--- config.mk ---
export PLATFORM = sky130hd
export DESIGN_NAME = cap_reload_timer
export DESIGN_NICKNAME = d
export VERILOG_FILES = /design/src/rtl/crt_pkg.sv /design/src/rtl/crt_prescale.sv /design/src/rtl/crt_edge_sampler.sv /design/src/rtl/crt_core.sv /design/src/rtl/cap_reload_timer.sv
export SDC_FILE = /design/constraint.sdc
export NUM_CORES = 1
export LEC_CHECK = 0
export ABC_AREA = 1
export CORE_ASPECT_RATIO = 1.5
export CORE_UTILIZATION = 49
export DETAILED_ROUTE_END_ITERATION = 8
export PLACE_DENSITY = 0.77
export SYNTH_ARGS = -nofsm -noshare
export SYNTH_HDL_FRONTEND = slang
export SYNTH_SLANG_ARGS = --single-unit
--- constraint.sdc ---
create_clock -name clk -period 5.7 [get_ports clk]
set_input_delay 0.57 -clock clk [delete_from_list [all_inputs] [get_ports clk]]
set_output_delay 0.57 -clock clk [all_outputs]
set_load 0.02 [all_outputs]
--- src/rtl/crt_pkg.sv ---
package crt_pkg;
  typedef enum logic [1:0] {
    MODE_OFF      = 2'd0,
    MODE_CAPTURE  = 2'd1,
    MODE_RELOAD   = 2'd2,
    MODE_UPDOWN   = 2'd3
  } crt_mode_e;

  function automatic crt_mode_e decode_mode(input logic active, input logic cap_sel,
                                            input logic dn_en);
    if (!active)      return MODE_OFF;
    else if (cap_sel) return MODE_CAPTURE;
    else if (dn_en)   return MODE_UPDOWN;
    else              return MODE_RELOAD;
  endfunction
endpackage

--- src/rtl/crt_prescale.sv ---
module crt_prescale #(
  parameter int DIV = 12
) (
  input  logic clk,
  input  logic rst_n,
  input  logic en,
  output logic tick
);
  localparam int CW = (DIV > 1) ? $clog2(DIV) : 1;
  localparam logic [CW-1:0] LAST = CW'(DIV - 1);
  localparam logic [CW-1:0] ONE  = CW'(1);

  logic [CW-1:0] div_q;

  assign tick = en && (div_q == LAST);

  always_ff @(posedge clk) begin
    if (!rst_n || !en) div_q <= '0;
    else if (tick)     div_q <= '0;
    else               div_q <= div_q + ONE;
  end
endmodule

--- src/rtl/crt_edge_sampler.sv ---
module crt_edge_sampler #(
  parameter int N = 2
) (
  input  logic         clk,
  input  logic         rst_n,
  input  logic         en,
  input  logic         tick,
  input  logic [N-1:0] pin,
  output logic [N-1:0] fall
);
  // One sample per machine cycle; a detected edge is held for the following cycle.
  for (genvar g = 0; g < N; g++) begin : g_pin
    logic smp_q;
    logic fall_q;
    always_ff @(posedge clk) begin
      if (!rst_n) begin
        smp_q  <= 1'b0;
        fall_q <= 1'b0;
      end else if (!en) begin
        fall_q <= 1'b0;
      end else if (tick) begin
        smp_q  <= pin[g];
        fall_q <= smp_q & ~pin[g];
      end
    end
    assign fall[g] = fall_q;
  end
endmodule

--- src/rtl/crt_core.sv ---
module crt_core
  import crt_pkg::*;
#(
  parameter int W = 16
) (
  input  logic         clk,
  input  logic         rst_n,
  input  crt_mode_e    mode,
  input  logic         tick,
  input  logic         step,
  input  logic         ext_fall,
  input  logic         ext_en,
  input  logic         dir_up,
  input  logic         cnt_we,
  input  logic [W-1:0] cnt_wdata,
  input  logic         rld_we,
  input  logic [W-1:0] rld_wdata,
  input  logic         ovf_clr,
  input  logic         evt_clr,
  output logic [W-1:0] cnt_q,
  output logic [W-1:0] rld_q,
  output logic         ovf_q,
  output logic         evt_q
);
  localparam logic [W-1:0] ONE = W'(1);

  logic [W-1:0] cnt_d, rld_d;
  logic         ovf_set, evt_set, evt_tgl;
  logic         at_max, at_rld;

  assign at_max = (cnt_q == '1);
  assign at_rld = (cnt_q == rld_q);

  always_comb begin
    cnt_d   = cnt_q;
    rld_d   = rld_q;
    ovf_set = 1'b0;
    evt_set = 1'b0;
    evt_tgl = 1'b0;
    if (tick) begin
      unique case (mode)
        MODE_CAPTURE: begin
          if (step) begin
            cnt_d   = cnt_q + ONE;
            ovf_set = at_max;
          end
          if (ext_en && ext_fall) begin
            rld_d   = cnt_q;
            evt_set = 1'b1;
          end
        end
        MODE_RELOAD: begin
          if (ext_en && ext_fall) begin
            cnt_d   = rld_q;
            evt_set = 1'b1;
            ovf_set = step && at_max;
          end else if (step) begin
            if (at_max) begin
              cnt_d   = rld_q;
              ovf_set = 1'b1;
            end else begin
              cnt_d = cnt_q + ONE;
            end
          end
        end
        MODE_UPDOWN: begin
          if (step) begin
            if (dir_up) begin
              if (at_max) begin
                cnt_d   = rld_q;
                ovf_set = 1'b1;
                evt_tgl = 1'b1;
              end else begin
                cnt_d = cnt_q + ONE;
              end
            end else begin
              if (at_rld) begin
                cnt_d   = '1;
                ovf_set = 1'b1;
                evt_tgl = 1'b1;
              end else begin
                cnt_d = cnt_q - ONE;
              end
            end
          end
        end
        default: ;
      endcase
    end
  end

  always_ff @(posedge clk) begin
    if (!rst_n) begin
      cnt_q <= '0;
      rld_q <= '0;
      ovf_q <= 1'b0;
      evt_q <= 1'b0;
    end else begin
      cnt_q <= cnt_we ? cnt_wdata : cnt_d;
      rld_q <= rld_we ? rld_wdata : rld_d;
      ovf_q <= ovf_set | (ovf_q & ~ovf_clr);
      if (evt_tgl)      evt_q <= ~evt_q;
      else if (evt_set) evt_q <= 1'b1;
      else if (evt_clr) evt_q <= 1'b0;
    end
  end
endmodule

--- src/rtl/cap_reload_timer.sv ---
module cap_reload_timer
  import crt_pkg::*;
#(
  parameter int W        = 16,
  parameter int PRESCALE = 12
) (
  input  logic         clk,
  input  logic         rst_n,
  input  logic         run_i,
  input  logic         cnt_sel_i,
  input  logic         cap_sel_i,
  input  logic         ext_en_i,
  input  logic         dn_en_i,
  input  logic         idle_sel_i,
  input  logic         cnt_pin_i,
  input  logic         dir_pin_i,
  input  logic         cnt_we_i,
  input  logic [W-1:0] cnt_wdata_i,
  input  logic         rld_we_i,
  input  logic [W-1:0] rld_wdata_i,
  input  logic         ovf_clr_i,
  input  logic         evt_clr_i,
  output logic [W-1:0] count_o,
  output logic [W-1:0] rld_o,
  output logic         ovf_o,
  output logic         evt_o,
  output logic         irq_o
);
  localparam int NPIN = 2;
  localparam int PIN_CNT = 0;
  localparam int PIN_DIR = 1;

  logic            active, tick, step;
  logic [NPIN-1:0] falls;
  crt_mode_e       mode;

  assign active = run_i & ~idle_sel_i;
  assign mode   = decode_mode(active, cap_sel_i, dn_en_i);

  crt_prescale #(.DIV(PRESCALE)) u_pre (
    .clk  (clk),
    .rst_n(rst_n),
    .en   (active),
    .tick (tick)
  );

  crt_edge_sampler #(.N(NPIN)) u_smp (
    .clk  (clk),
    .rst_n(rst_n),
    .en   (active),
    .tick (tick),
    .pin  ({dir_pin_i, cnt_pin_i}),
    .fall (falls)
  );

  assign step = cnt_sel_i ? falls[PIN_CNT] : 1'b1;

  crt_core #(.W(W)) u_core (
    .clk      (clk),
    .rst_n    (rst_n),
    .mode     (mode),
    .tick     (tick),
    .step     (step),
    .ext_fall (falls[PIN_DIR]),
    .ext_en   (ext_en_i),
    .dir_up   (dir_pin_i),
    .cnt_we   (cnt_we_i),
    .cnt_wdata(cnt_wdata_i),
    .rld_we   (rld_we_i),
    .rld_wdata(rld_wdata_i),
    .ovf_clr  (ovf_clr_i),
    .evt_clr  (evt_clr_i),
    .cnt_q    (count_o),
    .rld_q    (rld_o),
    .ovf_q    (ovf_o),
    .evt_q    (evt_o)
  );

  assign irq_o = ovf_o | (evt_o & ~dn_en_i);
endmodule

Word-level counts from Yosys, hierarchy flattened. Cells that the tools add are included.

Bits in registers: 42. Output and inout port bits: 35. Word-level logic and storage cells: 87.

$add $sub $neg: 3. Equal/unequal tests: 9. Mux-type cells: 35. Bitwise logic cells: 13. Reduce and logical (&&, ||, !) cells: 18.

Operators by type and width (count): 16-bit 2-to-1 mux (13); 16-bit one-hot mux with 3 select lines (1); 1-bit 2-to-1 mux (18); 16-bit by 1-bit adder with 16-bit output, second input constant (1); 16-bit equality test (1); 16-bit equality test, second input constant (1); 16-bit by 1-bit subtractor with 16-bit output, second input constant (1); 2-bit nonzero test (4); 3-bit by 2-bit != test with 1-bit output, second input constant (2); 1-bit NOT (6); 1-bit bitwise AND (5); 5-bit AND reduction (1); 4-bit by 1-bit adder with 4-bit output, second input constant (1); 2-bit equality test, second input constant (2); 4-bit equality test, second input constant (1); 2-bit 2-to-1 mux (2); 4-bit by 2-bit != test with 1-bit output, second input constant (1); 2-bit AND reduction (2); 4-bit nonzero test (1); 2-bit OR reduction (2); 1-bit logical AND (3); 1-bit one-hot mux with 3 select lines (1); 3-bit AND reduction (1); 3-bit nonzero test (1); 4 further kinds (6).

Logic depth before layout (Yosys ltp). Gate-level depths: netlist (run 1).

Word-level depth: 9. Mapped depth: 16.

By module. From an unflattened synthesis (run 1), not the netlist that was laid out.

Cells, all modules: 748. Area total of the unflattened synthesis: 4102.7 um2.

Modules (own cells, without submodules): crt_core (times used 1, cells each 681, area each 3683.5 um2, seq. area each 680.7 um2); crt_edge_sampler (times used 1, cells each 32, area each 195.2 um2, seq. area each 80.1 um2); crt_prescale (times used 1, cells each 23, area each 176.4 um2, seq. area each 80.1 um2); cap_reload_timer (times used 1, cells each 12, area each 47.5 um2, seq. area each 0.0 um2).

Worst setup path before layout (run 1). No wires, ideal clock.

Kind: input -> register. Start point: input run_i. End point: register u_core.cnt_q[1]. Setup time: 0.128 ns. Data arrival time: 2.332 ns. Path slack: 3.241 ns. Cell stages on the path: 16. Buffers on the path: 2. Cells stage by stage: inv_1 -> nor2_4 -> inv_1 -> nor2_1 -> inv_1 -> clkbuf_1 -> ha_1 -> inv_1 -> a31oi_1 -> nor3_1 -> nor2_2 -> inv_2 -> buf_2 -> o21ai_0 -> a21oi_1 -> nor2_1.

Cells in the longest elaborated chain, start to end: 6. Elaborated cells between the ends (all ways): 15. Classes of those cells: eq/ne: 6; mux: 4; bitwise: 1; reduce/logical: 4.

Ends and longest elaborated chain: start: declaration (RTL line cap_reload_timer.sv:9) `input logic run_i,`; 1-bit bitwise AND * (RTL line cap_reload_timer.sv:37) `assign active = run_i & ~idle_sel_i;`; 2-bit 2-to-1 mux (RTL line crt_pkg.sv:11) `if (!active) return MODE_OFF;`; 2-bit equality test / 2-bit by 1-bit equality test with 1-bit output (equally long branches) (RTL line crt_core.sv:41) `unique case (mode)`; 16-bit one-hot mux with 3 select lines (RTL line crt_core.sv:41); 16-bit 2-to-1 mux (RTL line crt_core.sv:40) `if (tick) begin`; 16-bit 2-to-1 mux (RTL line crt_core.sv:99) `cnt_q <= cnt_we ? cnt_wdata : cnt_d;`; end signal: assignment (RTL line crt_core.sv:99); end: declaration (RTL line crt_core.sv:20) `output logic [W-1:0] cnt_q,`.

Mark *: on every way between the ends. The rest lies on a longest branch, timed or not. The select of a mux whose other input is x is not followed. A chain may end at the register's enable or synchronous reset.

Final worst setup path (run 1).
Start point: input run_i. End point: register u_core.cnt_q[11].

The elaborated chain is that of the path after synthesis.

==> results of run 1 <==
-- path summary, 6_finish.rpt --
kind | to | slack (ns) | from | depth (start not counted)
setup / recovery | u_core.cnt_q[11] | 2.10 | run_i | 16
hold / removal | u_pre.div_q[0] | 0.45 | u_pre.div_q[0] | 1
setup reg to reg | u_core.rld_q[8] | 3.20 | u_smp.g_pin[1].fall_q | 6
hold reg to reg | u_pre.div_q[0] | 0.45 | u_pre.div_q[0] | 1
-- worst max-delay path, stage by stage --
cell and delay (ns):
clkdlybuf4s50_1 0.46, inv_1 0.06, nor2_4 0.10, inv_1 0.08
nor2_1 0.10, buf_4 0.23, ha_1 0.62, inv_1 0.27
a31oi_1 0.24, nor3_1 0.09, nand2_1 0.41, inv_1 0.18
o21ai_0 0.11, inv_1 0.05, a21oi_1 0.14, nor2_1 0.05
-- cell usage after synthesis --
| cell type | instances |
|---|---|
| a21oi_2 | 3 |
| a211oi_1 | 2 |
| nand3_2 | 5 |
| ha_1 | 7 |
| o211ai_1 | 4 |
| o21ai_1 | 13 |
| nand3_4 | 1 |
| nor3_1 | 7 |
| buf_2 | 8 |
| clkbuf_1 | 15 |
| a31o_2 | 1 |
| clkinv_2 | 1 |
| nor2_4 | 6 |
| nor2_2 | 6 |
| nor2_1 | 68 |
| dfxtp_1 | 42 |
| inv_4 | 1 |
| a21oi_1 | 78 |
| o21ai_0 | 46 |
| nand2_1 | 183 |
| inv_1 | 54 |
| nand3_1 | 50 |
| a31oi_1 | 3 |
| buf_6 | 3 |
| inv_2 | 20 |
| xnor2_1 | 2 |
| nand4_1 | 8 |
| nand2_2 | 4 |
| or2_2 | 2 |
| xor2_1 | 10 |
| o221ai_1 | 1 |
| nand4_4 | 1 |
| o21ai_2 | 5 |
| buf_1 | 2 |
| a22oi_1 | 1 |
| buf_4 | 5 |
| o21bai_1 | 1 |
| nand2_4 | 3 |
| nor3_2 | 1 |
-- power breakdown --
| part | total [mW] | internal, mW | switching [mW] |
|---|---|---|---|
| sequential | 0.338 | 0.308 | 0.0295 |
| combinational | 0.252 | 0.105 | 0.146 |
| clock | 0.307 | 0.165 | 0.142 |
-- cells by family (layout without fill, tap and decap cells) --
family / count (synthesis) / count (layout) / synth area share, %
and+or+nand+nor: 345 / 345 / 39.79
buffers and inverters: 109 / 166 / 11.89
adders and majority gates: 7 / 7 / 2.244
DFF: 42 / 42 / 21.55
xor gates and xnor gates: 12 / 12 / 2.693
AOI/OAI and AO/OA: 158 / 158 / 21.83
-- layout make-up --
class / instances / area share [%]
well taps: 102 / 2.647
clock inverters: 3 / 0.5191
inverters: 76 / 5.995
clock buffers: 5 / 2.595
flip-flops and latches: 42 / 17.44
multi-input cells: 522 / 53.88
repair buffers: 82 / 16.92
-- per-stage QoR --
| stage | worst slack [ns] | area, um2 | power [mW] | util, % | hold WS, ns |
|---|---|---|---|---|---|
| after floorplan | 3.241 | 3902 | 0.4929 | - | 0.4176 |
| after global placement | 2.038 | 4671 | 0.5890 | 60.97 | 0.4329 |
| after detailed placement | 1.913 | 4671 | 0.5922 | 60.97 | 0.4477 |
| after CTS | 2.196 | 4821 | 0.8985 | 62.93 | 0.4625 |
| after global routing | 1.956 | 4821 | 0.9392 | 62.93 | 0.4935 |
| final | 2.100 | 4821 | 0.8967 | 62.93 | 0.4544 |
-- layer usage --
layer	global-route usage, %	routed length [um]
met5	0	0
met3	4.727	807
met4	16.73	538
met1	39.94	5369
met2	61.02	7175
-- flip-flops by register name (all words and copies together) (netlist names) --
| name | count |
|---|---|
| u_smp.g_pin.fall_q | 2 |
| u_core.rld_q | 16 |
| u_core.cnt_q | 16 |
| u_pre.div_q | 4 |
| u_smp.g_pin.smp_q | 2 |
| u_core.evt_q | 1 |
| u_core.ovf_q | 1 |
==> results.py, run 1 <==
metrics = {
    "run_status": {
        "run_status": "finished clean",
    },
    "sta": {
        "max_freq_mhz": 277.7,
        "period_minus_slack_ns": 3.601,
        "slew_headroom_pct": 39.21,
        "drv_slew": 0,
        "final_hold_viol_count": 0,
        "setup_viol": 0,
        "rsz0062_at_grt": "no",
        "post-route-period-util_pct": 63.17,
        "skew_ns": 0.004335,
        "worst_slew_pin_slew_ns": 0.9108,
        "fin_tns_setup_ns": 0,
    },
    "logic_synthesis": {
        "seq_area_frac_synth_pct": 21.55,
        "synth_area_leaders": "dfxtp_1 (22%), nand2_1 (18%), a21oi_1 (10%), nor2_1 (6.5%), nand3_1 (6.4%)",
        "synth_top_cell_by_area": "dfxtp_1",
        "syn_nets": 726,
        "syn_area_mm2": 0.003902,
        "ys_types": 39,
        "synth_cells": 673,
        "yosys_warnings": 0,
        "synth_top_area_share_pct": 21.55,
        "synth-seq-cells": 42,
        "avgSynthCellArea_um2": 5.799,
    },
    "power_and_ir_drop": {
        "leakage_nw": 2.116,
        "p_per_area_mw_per_mm2": 186.0,
        "vdd.ir_drop.worst_mv": 0.1519,
    },
    "floorplan": {
        "dieArea_mm2": 0.008332,
        "die_x_um": 74.87,
        "die_y_um": 111.3,
        "row_count": 39,
        "core_mm2": 0.007661,
        "pin_count": 81,
        "start_util_pct": 50.94,
    },
    "global_route": {
        "grt_max_degree": 31,
        "antenna_found_initial": 0,
        "grt_pass1_vias": 4418,
        "grt_usage_pct": 34.81,
        "grt_pass1_wl_mm": 21.93,
        "overflow": 0,
    },
    "layout": {
        "final_common_cell": "nand2_1",
        "diodes": 0,
        "stdcell_count": 832,
        "final-seq-area_um2": 840.8,
        "multi_input_area_mm2": 0.002597,
        "final_net_count": 782,
        "area_growth_pct": 23.53,
        "fill_cells": 808,
        "drive_gt1_share_pct": 9.589,
        "layout_common_cells": "nand2_1 (183), clkdlybuf4s50_1 (80), a21oi_1 (78)",
    },
    "clock_tree": {
        "cts_hold_buf": 0,
        "clock_latency_ns": 0.30,
        "cts_resized": 0,
        "postCtsSetupBuffers": 0,
        "cts.clk_slew.worst_paths_ns": 0.07,
        "clk_path_buf_depth": 2,
        "tritoncts": "built",
        "root_buffer": "clkbuf_16",
        "cts_sinks": 42,
        "cts-htree-levels": 2,
        "cts_made_buffers": 5,
    },
    "run": {
        "drv_cap": 0,
    },
    "drt": {
        "dr.pass1.iters": 5,
        "ant_nets": 0,
        "wire_per_inst_um": 16.69,
        "viasPerCell": 5.635,
        "drc": 0,
        "vias": 4688,
        "wl_mm": 13.89,
        "drt_iter0_drc": 402,
    },
    "placed_design": {
        "port_buffers": 80,
        "dpl.cell_count": 824,
        "dp_hpwl_mm": 9.977,
        "place.gp.congestion": 0.9663,
    },
    "worst_hold_path": {
        "hold_class": "reg -> reg",
    },
    "critical_path": {
        "startpoint_type": "input pin",
        "crit_type": "in -> reg",
        "cp_max_fo": 14,
        "critPathArrivalTime_ns": 3.76,
        "required_ns": 5.86,
        "end_kind": "flop",
    },
}
Power figures use the tool's default switching activity.
==> run 2: changes to the inputs <==
==> constraint.sdc (replaced) <==
create_clock -name clk -period 3.5 [get_ports clk]
set_input_delay 0.35 -clock clk [delete_from_list [all_inputs] [get_ports clk]]
set_output_delay 0.35 -clock clk [all_outputs]
set_load 0.02 [all_outputs]
==> run 2 against run 1 <==
Against the previous run: die area stayed put; routed wire length shrank 1.8%; final cell count up 1.2%; clock power increased by 78%; sequential cell count unchanged; setup slack worse by 1.2 ns; total power grew 69%; count of clock-buffer cells in the layout rose by 1; non-clock buffer count is 10 higher; combinational power is 65% higher; first-iteration DRC count decreased by 0.50%; largest power group unchanged.
==> results.py, run 2 (same netlist as run 1, synthesis figures left out) <==
metrics = {
    "drt": {
        "dr.pass1.iters": 5,
        "ant_nets": 0,
        "drt_iter0_drc": 400,
        "vias": 4803,
        "drc": 0,
        "viasPerCell": 5.704,
        "wl_mm": 13.64,
        "wire_per_inst_um": 16.20,
    },
    "power_and_ir_drop": {
        "vdd.ir_drop.worst_mv": 0.2399,
        "leakage_nw": 2.170,
        "netSwitchingPower_mw": 0.4974,
        "swShare_pct": 32.87,
        "combPwrFrac_pct": 27.6,
        "p_per_area_mw_per_mm2": 308.0,
        "internal_power_mw": 1.016,
        "clkPwrFrac_pct": 36.1,
        "power_frac_seq_pct": 36.4,
    },
    "sta": {
        "rsz0062_at_grt": "no",
        "whs_ns": 0.4582,
        "setup_viol": 0,
        "post-route-period-util_pct": 73.09,
        "period_minus_slack_ns": 2.558,
        "skew_ns": 0.009970,
        "worst_slew_pin_slew_ns": 0.6779,
        "slew_headroom_pct": 54.76,
        "final_hold_viol_count": 0,
        "max_freq_mhz": 390.9,
        "fin_tns_setup_ns": 0,
        "drv_slew": 0,
    },
    "global_route": {
        "grt_max_degree": 23,
        "overflow": 0,
        "antenna_found_initial": 0,
        "grt_pass1_wl_mm": 21.45,
        "grt_usage_pct": 33.65,
        "grt_pass1_vias": 4413,
    },
    "clock_tree": {
        "cts_sinks": 42,
        "cts_resized": 0,
        "cts-htree-levels": 2,
        "cts_made_buffers": 5,
        "root_buffer": "clkbuf_16",
        "cts.clk_slew.worst_paths_ns": 0.06,
        "clk_path_buf_depth": 2,
        "tritoncts": "built",
        "clock_latency_ns": 0.30,
        "postCtsSetupBuffers": 0,
        "cts_hold_buf": 0,
    },
    "layout": {
        "drive_gt1_share_pct": 10.68,
        "final_cell_area_mm2": 0.004912,
        "area_growth_pct": 25.87,
        "layout_common_cells": "nand2_1 (183), clkdlybuf4s50_1 (80), a21oi_1 (78)",
        "reg_top3": "u_core.cnt_q x16, u_core.rld_q x16, u_pre.div_q x4",
        "final_core_util_pct": 64.12,
        "final_common_cell": "nand2_1",
        "diodes": 0,
        "final_net_count": 792,
        "stdcell_count": 842,
    },
    "worst_hold_path": {
        "hp-start": "u_pre.div_q[0]",
        "hold_depth": 1,
        "hold_class": "reg -> reg",
        "min_to": "u_pre.div_q[0]",
    },
    "floorplan": {
        "die_y_um": 111.3,
        "start_util_pct": 50.94,
        "dieArea_mm2": 0.008332,
        "core_mm2": 0.007661,
        "row_count": 39,
        "pin_count": 81,
        "die_x_um": 74.87,
    },
    "critical_path": {
        "required_ns": 3.67,
        "worstReg2RegStart": "u_core.cnt_q[0]",
        "slowest_stage": "inv_1",
        "r2r_setup_slack_ns": 1.22,
        "cpPeakStageDelay_ns": 0.47,
        "cp_cell_sequence": "clkdlybuf4s50_1 > inv_1 > nor2_4 > inv_1 > nor2_1 > inv_1 > ha_1 > inv_1 > a21oi_1 > a21oi_1 > o21ai_1 > a21oi_1 > nor2_1",
        "r2r_cells": 12,
        "r2r-end": "u_core.cnt_q[2]",
        "critPathArrivalTime_ns": 2.72,
        "startpoint_type": "input pin",
        "crit_type": "in -> reg",
        "end_kind": "flop",
        "path_common_cell": "inv_1",
        "cp_max_fo": 14,
    },
    "placed_design": {
        "dp_hpwl_mm": 9.991,
        "place.gp.congestion": 0.9792,
        "place_area_mm2": 0.004746,
        "dpl.cell_count": 834,
        "port_buffers": 80,
    },
    "run_status": {
        "run_status": "finished clean",
    },
    "run": {
        "drv_cap": 0,
    },
}
run 2: worst max path at each step:
stage / slack [ns] / endpoint / depth (start not counted) / startpoint
2_1_floorplan: 1.26 / u_core.cnt_q[1] / 16 / run_i
3_3_place_gp: 0.78 / u_core.cnt_q[1] / 14 / run_i
3_5_place_dp: 0.71 / u_core.cnt_q[0] / 15 / run_i
4_1_cts: 1.02 / u_core.cnt_q[5] / 15 / run_i
5_1_grt: 0.76 / u_core.cnt_q[9] / 15 / run_i
6_report: 0.94 / u_core.cnt_q[0] / 13 / run_i
run 2: critical path, delay by kind of cell:
| family | cells | cell delay [ns] |
|---|---|---|
| compound gates | 4 | 0.59 |
| fa+ha+maj | 1 | 0.28 |
| buf+inv | 5 | 1.16 |
| simple gates | 3 | 0.34 |
run 2: power by group through the flow:
| stage | registers (mW) | clock network (mW) | logic, mW |
|---|---|---|---|
| 2_1_floorplan | 0.566 | 0 | 0.237 |
| 3_3_place_gp | 0.559 | 0 | 0.404 |
| 3_5_place_dp | 0.559 | 0 | 0.410 |
| 4_1_cts | 0.549 | 0.554 | 0.412 |
| 5_1_grt | 0.554 | 0.570 | 0.457 |
| 6_report | 0.551 | 0.546 | 0.417 |
run 2: through the flow:
stage | power [mW] | setup WS (ns)
2_1_floorplan | 0.8027 | 1.261
3_3_place_gp | 0.9629 | 0.7823
3_5_place_dp | 0.9685 | 0.7137
4_1_cts | 1.514 | 1.017
5_1_grt | 1.581 | 0.7615
6_report | 1.513 | 0.9418
run 2: layout make-up:
class,count,area [um2]
Clock buffer,6,128.9
Clock inverter,2,37.54
Fill cell,762,2749
Inverter,76,289.0
Multi-Input combinational cell,522,2597
Sequential cell,42,840.8
Tap cell,102,127.6
Timing Repair Buffer,92,890.9
run 2: routing by layer:
| layer | GRT usage, % | up-vias | part of all wire [%] |
|---|---|---|---|
| met4 | 17.99 | 0 | 5.0 |
| met1 | 39.25 | 2200 | 38 |
| li1 | - | 2318 | - |
| met2 | 57.60 | 227 | 51 |
| met5 | 0 | - | 0 |
| met3 | 4.364 | 58 | 6.1 |
==> run 3: changes to the inputs <==
==> constraint.sdc (replaced) <==
create_clock -name clk -period 2.4 [get_ports clk]
set_input_delay 0.24 -clock clk [delete_from_list [all_inputs] [get_ports clk]]
set_output_delay 0.24 -clock clk [all_outputs]
set_load 0.02 [all_outputs]
==> run 3 against run 2 <==
Against the previous run: final cell count increased by 2.4%; count of clock-buffer cells in the layout decreased by 1; combinational power increased by 52%; first-iteration DRC count increased by 14%; critical path depth increased by 1; critical path type unchanged; critical endpoint is now u_core.rld_q[6]; largest power group is now clock; highest routed layer unchanged.
==> results.py, run 3 (same netlist as run 1, synthesis figures left out) <==
metrics = {
    "worst_hold_path": {
        "min_to": "u_pre.div_q[0]",
        "hp-start": "u_pre.div_q[0]",
        "hold_class": "reg -> reg",
        "hold_depth": 1,
    },
    "drt": {
        "drc": 0,
        "viasPerCell": 5.700,
        "wl_mm": 14.02,
        "m1WireLength_mm": 5.160,
        "dr.pass1.iters": 5,
        "wire_per_inst_um": 16.26,
        "top_layer": "met4",
        "ant_nets": 0,
        "met3_length_mm": 1.082,
        "drt_iter0_drc": 454,
        "wl_met2_mm": 7.028,
        "vias": 4913,
    },
    "critical_path": {
        "cp_max_fo": 16,
        "end_kind": "flop",
        "startpoint_type": "input pin",
        "critPathArrivalTime_ns": 2.38,
        "r2r_setup_slack_ns": 0.29,
        "slowest_stage": "clkdlybuf4s50_1",
        "crit_type": "in -> reg",
        "cp_cell_sequence": "clkdlybuf4s50_1 > inv_1 > nor2_4 > inv_1 > nor2_1 > buf_4 > ha_1 > inv_1 > nor3_1 > nor2_1 > inv_1 > buf_4 > o21ai_0 > a21oi_1",
        "required_ns": 2.62,
        "r2r_cells": 12,
        "path_common_cell": "inv_1",
        "r2r-end": "u_core.cnt_q[11]",
        "cpPeakStageDelay_ns": 0.45,
        "worstReg2RegStart": "u_core.cnt_q[1]",
    },
    "global_route": {
        "overflow": 0,
        "grt_max_degree": 23,
        "grt_pass1_vias": 4722,
        "grt_pass1_wl_mm": 22.87,
        "grt_usage_pct": 35.97,
        "antenna_found_initial": 0,
    },
    "power_and_ir_drop": {
        "power_mw": 2.241,
        "leakage_nw": 2.297,
        "vdd.ir_drop.worst_mv": 0.3674,
        "p_per_area_mw_per_mm2": 438.9,
    },
    "floorplan": {
        "dieArea_mm2": 0.008332,
        "pin_count": 81,
        "row_count": 39,
        "start_util_pct": 50.94,
        "core_mm2": 0.007661,
        "die_x_um": 74.87,
        "die_y_um": 111.3,
    },
    "sta": {
        "post-route-period-util_pct": 90.08,
        "drv_slew": 0,
        "rsz0062_at_grt": "no",
        "slew_headroom_pct": 63.04,
        "setup_viol": 0,
        "final_hold_viol_count": 0,
        "period_minus_slack_ns": 2.162,
        "max_freq_mhz": 462.6,
        "whs_ns": 0.4616,
        "worst_slew_pin_slew_ns": 0.5502,
        "skew_ns": 0.005629,
    },
    "clock_tree": {
        "cts-htree-levels": 2,
        "clk_path_buf_depth": 2,
        "root_buffer": "clkbuf_16",
        "clock_latency_ns": 0.29,
        "cts.clk_slew.worst_paths_ns": 0.06,
        "cts_made_buffers": 5,
        "tritoncts": "built",
        "cts_sinks": 42,
        "postCtsSetupBuffers": 0,
    },
    "layout": {
        "final_net_count": 812,
        "diodes": 0,
        "final_core_util_pct": 66.63,
        "reg_top3": "u_core.cnt_q x16, u_core.rld_q x16, u_pre.div_q x4",
        "area_growth_pct": 30.81,
        "layout_common_cells": "nand2_1 (183), clkdlybuf4s50_1 (80), a21oi_1 (78)",
        "final_common_cell": "nand2_1",
        "final_cell_area_mm2": 0.005105,
        "drive_gt1_share_pct": 13.55,
    },
    "run": {
        "drv_cap": 0,
    },
    "placed_design": {
        "dp_hpwl_mm": 10.58,
        "place_area_mm2": 0.004921,
        "port_buffers": 80,
        "place.gp.congestion": 0.9835,
    },
    "run_status": {
        "run_status": "finished clean",
    },
}
## run 3: final cells by class
| cell class | count | area [um2] |
|---|---|---|
| inverters | 76 | 289.0 |
| flip-flops and latches | 42 | 840.8 |
| multi-input cells | 522 | 2613 |
| fillers | 745 | 2556 |
| repair buffers | 112 | 1066 |
| clock inverters | 3 | 43.79 |
| well taps | 102 | 127.6 |
| clock buffers | 5 | 125.1 |
## run 3: what timing repair did
item / 4_1_cts / 5_1_grt
hold buffers: 0 / 0
resized for setup: 0 / 4
setup endpoints to repair: 0 / 9
## run 3: report_power, final
group	switching, mW	leakage [nW]	internal, mW	total (mW)
sequential	0.0682	0.345	0.732	0.800
clock	0.311	0.0842	0.493	0.805
combinational	0.361	1.87	0.275	0.635
## run 3: worst max-delay path by stage
stage	startpoint	to	slack, ns	depth (start not counted)
floorplan	run_i	u_core.cnt_q[1]	0.27	16
global placement	run_i	u_core.cnt_q[0]	0.04	15
detailed placement	run_i	u_core.cnt_q[1]	-0.06	15
CTS	run_i	u_core.cnt_q[7]	0.23	15
global route	run_i	u_core.cnt_q[15]	0.02	16
finish	run_i	u_core.rld_q[6]	0.24	14
## run 3: layer usage
| layer | global-route usage [%] | vias to the layer above |
|---|---|---|
| met5 | 0 | - |
| met4 | 20.63 | 0 |
| met3 | 5.545 | 64 |
| met2 | 60.36 | 255 |
| met1 | 41.87 | 2236 |
| li1 | - | 2358 |
## run 3: critical path, delay by kind of cell
kind | cells | cell delay (ns)
buffers and inverters | 7 | 1.13
adders and majority gates | 1 | 0.16
AOI/OAI and AO/OA | 2 | 0.23
and+or+nand+nor | 4 | 0.61
## run 3: metrics by stage
step                std cells  setup slack [ns]  TNS [ns]
floorplan                 673            0.2709         0
global placement          854           0.03663         0
detailed placement        854          -0.06329   -0.5277
CTS                       862            0.2292         0
global route              862           0.01602         0
finish                    862            0.2381         0
